**src/rtl/pit_pkg.sv**
```systemverilog
package pit_pkg;
   // source index inside the 4-bit flag / enable vectors (register bits 7:4)
   localparam int SRC_TMR_OVF  = 3;
   localparam int SRC_PERIODIC = 2;
   localparam int SRC_ACC_OVF  = 1;
   localparam int SRC_ACC_EDGE = 0;
   localparam int NUM_SRC      = 4;
   localparam int PS_W         = 2;
   localparam logic ADDR_MASK  = 1'b0;
   localparam logic ADDR_FLAG  = 1'b1;
   typedef logic [NUM_SRC-1:0] src_vec_t;
endpackage

```
**src/rtl/pit_rate.sv**
```systemverilog
module pit_rate #(
   parameter int BASE_LOG2 = 13,
   parameter int RATE_W    = 2
) (
   input  logic              clk,
   input  logic              rst_n,
   input  logic [RATE_W-1:0] rate_sel,
   output logic              tick_o
);
   localparam int CNT_W = BASE_LOG2 + (1 << RATE_W) - 1;

   if (BASE_LOG2 < 2) begin : g_bad_base
      $error("pit_rate: BASE_LOG2 must be at least 2");
   end
   if (RATE_W < 1) begin : g_bad_rate
      $error("pit_rate: RATE_W must be at least 1");
   end

   logic [CNT_W-1:0] cnt_q;
   logic [CNT_W-1:0] last_cnt;

   assign last_cnt = (CNT_W'(1) << (BASE_LOG2 + int'(rate_sel))) - CNT_W'(1);
   assign tick_o   = (cnt_q >= last_cnt);

   always_ff @(posedge clk or negedge rst_n) begin
      if (!rst_n)      cnt_q <= '0;
      else if (tick_o) cnt_q <= '0;
      else             cnt_q <= cnt_q + CNT_W'(1);
   end

   // the count restarts only from a timeout
   assert_restart_on_tick_R3: assert property (@(posedge clk) disable iff (!rst_n)
      (cnt_q != '0) |-> (cnt_q == $past(cnt_q) + CNT_W'(1)));
endmodule

```
**src/rtl/pit_flags.sv**
```systemverilog
module pit_flags #(
   parameter int N = 4
) (
   input  logic         clk,
   input  logic         rst_n,
   input  logic [N-1:0] set_i,
   input  logic [N-1:0] clr_i,
   output logic [N-1:0] flags_o
);
   if (N < 1) begin : g_bad_n
      $error("pit_flags: N must be at least 1");
   end

   for (genvar i = 0; i < N; i++) begin : g_bit
      always_ff @(posedge clk or negedge rst_n) begin
         if (!rst_n)        flags_o[i] <= 1'b0;
         else if (set_i[i]) flags_o[i] <= 1'b1;
         else if (clr_i[i]) flags_o[i] <= 1'b0;
      end

      assert_set_wins_R6: assert property (@(posedge clk) disable iff (!rst_n)
         set_i[i] |=> flags_o[i]);
      assert_clear_R6: assert property (@(posedge clk) disable iff (!rst_n)
         (clr_i[i] && !set_i[i]) |=> !flags_o[i]);
      assert_hold_R6: assert property (@(posedge clk) disable iff (!rst_n)
         (!clr_i[i] && !set_i[i]) |=> $stable(flags_o[i]));
   end
endmodule

```
**src/rtl/pit_ctrl.sv**
```systemverilog
module pit_ctrl #(
   parameter int N         = 4,
   parameter int PS_W      = 2,
   parameter int PS_WINDOW = 64
) (
   input  logic            clk,
   input  logic            rst_n,
   input  logic            we_i,
   input  logic [N-1:0]    en_wdata,
   input  logic [PS_W-1:0] ps_wdata,
   output logic [N-1:0]    en_o,
   output logic [PS_W-1:0] ps_o
);
   localparam int WC_W = $clog2(PS_WINDOW + 1);

   if (PS_WINDOW < 1) begin : g_bad_win
      $error("pit_ctrl: PS_WINDOW must be at least 1");
   end

   logic [WC_W-1:0] wcnt_q;
   logic            win_open;

   assign win_open = (wcnt_q != WC_W'(PS_WINDOW));

   always_ff @(posedge clk or negedge rst_n) begin
      if (!rst_n)        wcnt_q <= '0;
      else if (win_open) wcnt_q <= wcnt_q + WC_W'(1);
   end

   always_ff @(posedge clk or negedge rst_n) begin
      if (!rst_n) begin
         en_o <= '0;
         ps_o <= '0;
      end else if (we_i) begin
         en_o <= en_wdata;
         if (win_open) ps_o <= ps_wdata;
      end
   end

   assert_ps_locked_R9: assert property (@(posedge clk) disable iff (!rst_n)
      !win_open |=> $stable(ps_o));
   assert_en_no_write_R8: assert property (@(posedge clk) disable iff (!rst_n)
      !we_i |=> $stable(en_o));
endmodule

```
**src/rtl/pit_timer.sv**
```systemverilog
module pit_timer
   import pit_pkg::*;
#(
   parameter int BASE_LOG2 = 13,
   parameter int PS_WINDOW = 64
) (
   input  logic       clk,
   input  logic       rst_n,
   input  logic [1:0] rate_sel,
   input  logic       bus_addr,
   input  logic       bus_we,
   input  logic [7:0] bus_wdata,
   output logic [7:0] bus_rdata,
   input  logic       evt_tmr_ovf,
   input  logic       evt_acc_ovf,
   input  logic       evt_acc_edge,
   output logic       irq_o
);
   logic     tick;
   src_vec_t set_vec, clr_vec, flags, en;
   logic [PS_W-1:0] ps;
   logic     mask_we;

   pit_rate #(.BASE_LOG2(BASE_LOG2), .RATE_W(2)) u_rate (
      .clk(clk), .rst_n(rst_n), .rate_sel(rate_sel), .tick_o(tick));

   always_comb begin
      set_vec               = '0;
      set_vec[SRC_TMR_OVF]  = evt_tmr_ovf;
      set_vec[SRC_PERIODIC] = tick;
      set_vec[SRC_ACC_OVF]  = evt_acc_ovf;
      set_vec[SRC_ACC_EDGE] = evt_acc_edge;
   end

   assign clr_vec = (bus_we && bus_addr == ADDR_FLAG) ? bus_wdata[7:4] : '0;
   assign mask_we = bus_we && (bus_addr == ADDR_MASK);

   pit_flags #(.N(NUM_SRC)) u_flags (
      .clk(clk), .rst_n(rst_n), .set_i(set_vec), .clr_i(clr_vec), .flags_o(flags));

   pit_ctrl #(.N(NUM_SRC), .PS_W(PS_W), .PS_WINDOW(PS_WINDOW)) u_ctrl (
      .clk(clk), .rst_n(rst_n), .we_i(mask_we),
      .en_wdata(bus_wdata[7:4]), .ps_wdata(bus_wdata[PS_W-1:0]),
      .en_o(en), .ps_o(ps));

   assign bus_rdata = (bus_addr == ADDR_FLAG) ? {flags, 4'b0000}
                                              : {en, 2'b00, ps};

   always_ff @(posedge clk or negedge rst_n) begin
      if (!rst_n) irq_o <= 1'b0;
      else        irq_o <= |(flags & en);
   end

   assert_periodic_set_R4: assert property (@(posedge clk) disable iff (!rst_n)
      tick |=> flags[SRC_PERIODIC]);
   assert_irq_masked_R10: assert property (@(posedge clk) disable iff (!rst_n)
      (en == '0) |=> !irq_o);
   assert_irq_source_R8: assert property (@(posedge clk) disable iff (!rst_n)
      (flags == '0) |=> !irq_o);
   assert_rsvd_read_R7: assert property (@(posedge clk) disable iff (!rst_n)
      bus_rdata[3:2] == 2'b00);
   assert_rsvd_write_R7: assert property (@(posedge clk) disable iff (!rst_n)
      (mask_we && bus_wdata[3:2] != 2'b00) |=> (bus_rdata[3:2] == 2'b00));
endmodule

```
**config.mk**
```make
export PLATFORM = sky130hd
export DESIGN_NAME = pit_timer
export DESIGN_NICKNAME = d
export VERILOG_FILES = /design/src/rtl/pit_pkg.sv /design/src/rtl/pit_rate.sv /design/src/rtl/pit_flags.sv /design/src/rtl/pit_ctrl.sv /design/src/rtl/pit_timer.sv
export SDC_FILE = /design/constraint.sdc
export NUM_CORES = 1
export LEC_CHECK = 0
export BUFFER_PORTS_ARGS = -buffer_cell sky130_fd_sc_hd__buf_2
export CAP_MARGIN = 30
export CORE_ASPECT_RATIO = 1.1
export CORE_MARGIN = 3
export CORE_UTILIZATION = 51
export CTS_CLUSTER_SIZE = 10
export DETAILED_ROUTE_END_ITERATION = 16
export PLACE_DENSITY = 0.75
export SYNTH_ARGS = -nofsm -noshare
export SYNTH_HDL_FRONTEND = slang
export SYNTH_HIERARCHICAL = 1
export SYNTH_SLANG_ARGS = --single-unit
```
**constraint.sdc**
```tcl
create_clock -name clk -period 1.74 [get_ports clk]
set_input_delay 0.087 -clock clk [delete_from_list [all_inputs] [get_ports clk]]
set_output_delay 0.087 -clock clk [all_outputs]
set_load 0.01 [all_outputs]
```
==> results.sh <==
export IMPL_worst_endpoint_required_ns=1.96
export IMPL_clockPowerShare_pct=22.1
export IMPL_netsw_uw=643
export IMPL_cts_made_buffers=5
export IMPL_final_max_slew_violation_count=0
export IMPL_via_count=1452
export IMPL_worst_hold_path_type="in -> reg"
export IMPL_clock_insertion_delay_worst_skew_ns=0.33
export IMPL_worst_r2r_endpoint="u_ctrl/ps_o[1]$_DFFE_PN0P_"
export IMPL_syn_area_um2=1930
export IMPL_yosysWarnings=6
export IMPL_p_seq_share_pct=51.8
export IMPL_clk_transition_reported_paths_ns=0.10
export IMPL_sw_frac_of_total_pct=31.7
export IMPL_critPathMaxFanout=3
export IMPL_critical_hold_path_startpoint="bus_we"
export IMPL_critPathCaptureType="register"
export IMPL_instances_no_fill=277
export IMPL_die_area_um2=4570
export IMPL_yosysSeqAreaShare_pct=44.0
export IMPL_clockRootBuffer="sky130_fd_sc_hd__clkbuf_4"
export IMPL_timing_rr_start="u_ctrl/wcnt_q[1]$_DFFE_PN0P_"
export IMPL_synthDistinctLibCells=42
export IMPL_internal_power_uw=1380
export IMPL_routed_wirelength_mm=3.94
export IMPL_setup_viol=0
export IMPL_synth_async_reset_ratio_pct=100
export IMPL_grt_pass1_wl_mm=6.55
export IMPL_fp_dieW_um=64.7
export IMPL_final_setup_skew_ns=0.00667
export IMPL_design_final_nets=258
export IMPL_drt_pass1_iterations=4
export IMPL_synth_flop_type="sky130_fd_sc_hd__dfrtp_1"
export IMPL_cts_htree_levels=2
export IMPL_drive_gt1_share_pct=31.0
export IMPL_gp_congestion=0.838
export IMPL_vdd_ir_drop_worst_uv=594
export IMPL_hold_depth=4
export IMPL_ctsLongestPathBuffers=2
export IMPL_cap_violations=0
export IMPL_postSynthCellCount=180
export IMPL_hold_path_endpoint="u_flags/flags_o[2]$_DFFE_PN0P_"
export IMPL_detailedRoute_firstIterationViolations=74
export IMPL_post_drt_via_cell_ratio=5.24
export IMPL_timing_final_hold_violations=0
export IMPL_grt_overflow_total=0
export IMPL_io_buffers=21
export IMPL_hold_slack_ns=0.248
export IMPL_postRouteAntennaNets=0
export IMPL_power_leakage_uw=0.00112
export IMPL_cts_sinks=34
export IMPL_place_inst=255
export IMPL_antenna_found_initial=0
export IMPL_synthesis_area_per_instance_um2=10.7
export IMPL_critical_path_arrival_ns=1.94
export IMPL_wl_per_cell_um=14.2
export IMPL_power_combinational_fraction_pct=26.1
export IMPL_hpwl_mm=2.64
export IMPL_period_minus_slack_ns=1.72
export IMPL_io_pins=26
export IMPL_flow_area_growth_from_synthesis_pct=22.4
export IMPL_route_detailed_drc=0
export IMPL_floorplan_initialDensity_pct=55.3
export IMPL_worst_r2r_setup_slack_ns=0.02
export IMPL_antennaDiodeCount=0
export IMPL_critPathLaunchType="register"
export IMPL_row_count=22
export IMPL_unrepaired_setup_endpoints_after_global_routing="true"
export IMPL_number_of_synthesized_flops_with_an_enable_pin=0
export IMPL_synth_seq_cells=34
export IMPL_max_clock_freq_ghz=0.582
export IMPL_rr_worst_depth=5
export IMPL_die_height_um=70.6
export IMPL_setup_cp_type="reg -> reg"
export IMPL_slew_limit_headroom_pct=51.0
export IMPL_cts_tree="built"
export IMPL_track_usage_pct=18.2
export IMPL_core_area_um2=3500
export IMPL_grt_max_degree=35
export IMPL_first_global_vias=1486
export IMPL_ratio_of_total_power_to_cell_area_nw_per_um2=855
export IMPL_worst_slew_pin_transition_ns=0.735
export IMPL_outcome="completed"
export IMPL_fin_crit_sh_pct=98.7
[flip-flops by register name, summed over array words and instances (netlist names)]
signal / count
u_flags/flags_o: 4
u_ctrl/ps_o: 2
u_ctrl/en_o: 4
u_rate/cnt_q: 16
irq_o: 1
u_ctrl/wcnt_q: 7
[cells by family after synthesis]
group	Yosys count	synth area share [%]
buf+inv	16	4.66
simple gates	66	20.2
flops	34	44.0
other cells	2	0.388
compound gates	21	7.44
fa+ha+maj	13	8.41
xor+xnor	18	8.54
mux	10	6.40
[cells in the mapped netlist (all sizes together) (2+ instances only)]
| cell | count | share of area [%] |
|---|---|---|
| a211oi | 2 | 0.78 |
| a21o | 6 | 2.3 |
| a21oi | 3 | 0.78 |
| a22oi | 2 | 0.78 |
| and2 | 2 | 0.65 |
| and2b | 3 | 1.4 |
| and3 | 6 | 2.2 |
| and4 | 2 | 0.91 |
| buf | 8 | 3.1 |
| conb | 2 | 0.39 |
| dfrtp | 34 | 44 |
| ha | 13 | 8.4 |
| inv | 8 | 1.6 |
| mux2 | 10 | 6.4 |
| nand2 | 10 | 1.9 |
| nand3 | 8 | 2.3 |
| nand4 | 9 | 2.9 |
| nor2 | 3 | 0.58 |
| nor3 | 13 | 3.4 |
| nor4 | 2 | 0.65 |
| o21ai | 4 | 1.2 |
| or2 | 2 | 0.78 |
| or4 | 2 | 0.78 |
| xnor2 | 6 | 3.1 |
| xor2 | 12 | 5.4 |
[critical path, stage by stage (launching register included)]
cell	delay [ns]
sky130_fd_sc_hd__dfrtp_1	0.41
sky130_fd_sc_hd__inv_2	0.08
sky130_fd_sc_hd__ha_4	0.11
sky130_fd_sc_hd__or4b_4	0.49
sky130_fd_sc_hd__o21ai_4	0.20
sky130_fd_sc_hd__mux2_4	0.31
[cell usage in the layout (no fill, tap or decap), types with 6 or more instances in the layout]
cell,instances
sky130_fd_sc_hd__nand3_1,7
sky130_fd_sc_hd__a21o_1,6
sky130_fd_sc_hd__xor2_1,12
sky130_fd_sc_hd__buf_4,11
sky130_fd_sc_hd__dfrtp_1,34
sky130_fd_sc_hd__inv_1,6
sky130_fd_sc_hd__nand2_1,10
sky130_fd_sc_hd__dlygate4sd3_1,10
sky130_fd_sc_hd__ha_1,12
sky130_fd_sc_hd__nand4_1,9
sky130_fd_sc_hd__nor3_1,12
sky130_fd_sc_hd__buf_2,21
sky130_fd_sc_hd__conb_1,8
[timing repair]
action	4_1_cts	5_1_grt
hold buffers	9	1
endpoints found under the setup margin	2	19
resized for setup	0	12
hold endpoints to repair	42	1
pin swaps	0	4
buffers inserted	1	3
[power groups by stage]
stage	logic, uW	clock network, uW	registers (uW)
global placement	461	0	1050
finish	529	448	1050
detailed placement	470	0	1060
floorplan	366	0	1020
CTS	495	468	1050
global route	587	508	1070
[per-stage QoR]
stage | setup slack (ns) | power [uW] | instance area (um2) | util [%] | setup TNS (ns)
6_report | 0.0232 | 2030 | 2370 | 67.8 | 0
4_1_cts | 0.00557 | 2010 | 2280 | 65.3 | 0
2_1_floorplan | 0.0473 | 1380 | 1960 | - | 0
5_1_grt | -0.0296 | 2160 | 2370 | 67.8 | -0.0551
3_5_place_dp | -0.0112 | 1530 | 2120 | 60.7 | -0.0164
3_3_place_gp | 0.0619 | 1510 | 2120 | 60.7 | 0
[per-layer routing]
metal  vias up  global-route usage (%)  part of all wire (%)
met4         0                    6.34                   1.7
met3         8                    3.97                   2.2
li1        728                       -                     -
met5         -                       0                     0
met2        19                    33.4                    54
met1       697                    20.7                    42
[final cells by class]
class                      instances  area, um2
clock inverter                     2       12.5
clock buffer                       6       51.3
tap                               48       60.1
inverter                           8       30.0
timing repair buffer              43        299
multi-input combinational        136       1060
sequential                        34        851
fill                             277       1130
[worst max path at each step]
stage	from	endpoint	depth (start not counted)
5_1_grt	u_ctrl/wcnt_q[1]$_DFFE_PN0P_	u_ctrl/ps_o[1]$_DFFE_PN0P_	5
4_1_cts	u_ctrl/wcnt_q[1]$_DFFE_PN0P_	u_ctrl/ps_o[1]$_DFFE_PN0P_	5
3_3_place_gp	u_ctrl/wcnt_q[1]$_DFFE_PN0P_	u_ctrl/ps_o[1]$_DFFE_PN0P_	5
2_1_floorplan	u_ctrl/wcnt_q[0]$_DFFE_PN0P_	u_ctrl/ps_o[0]$_DFFE_PN0P_	5
3_5_place_dp	u_ctrl/wcnt_q[1]$_DFFE_PN0P_	u_ctrl/ps_o[1]$_DFFE_PN0P_	5
6_report	u_ctrl/wcnt_q[1]$_DFFE_PN0P_	u_ctrl/ps_o[1]$_DFFE_PN0P_	5
Note: power is estimated with default switching activity, not from simulation.
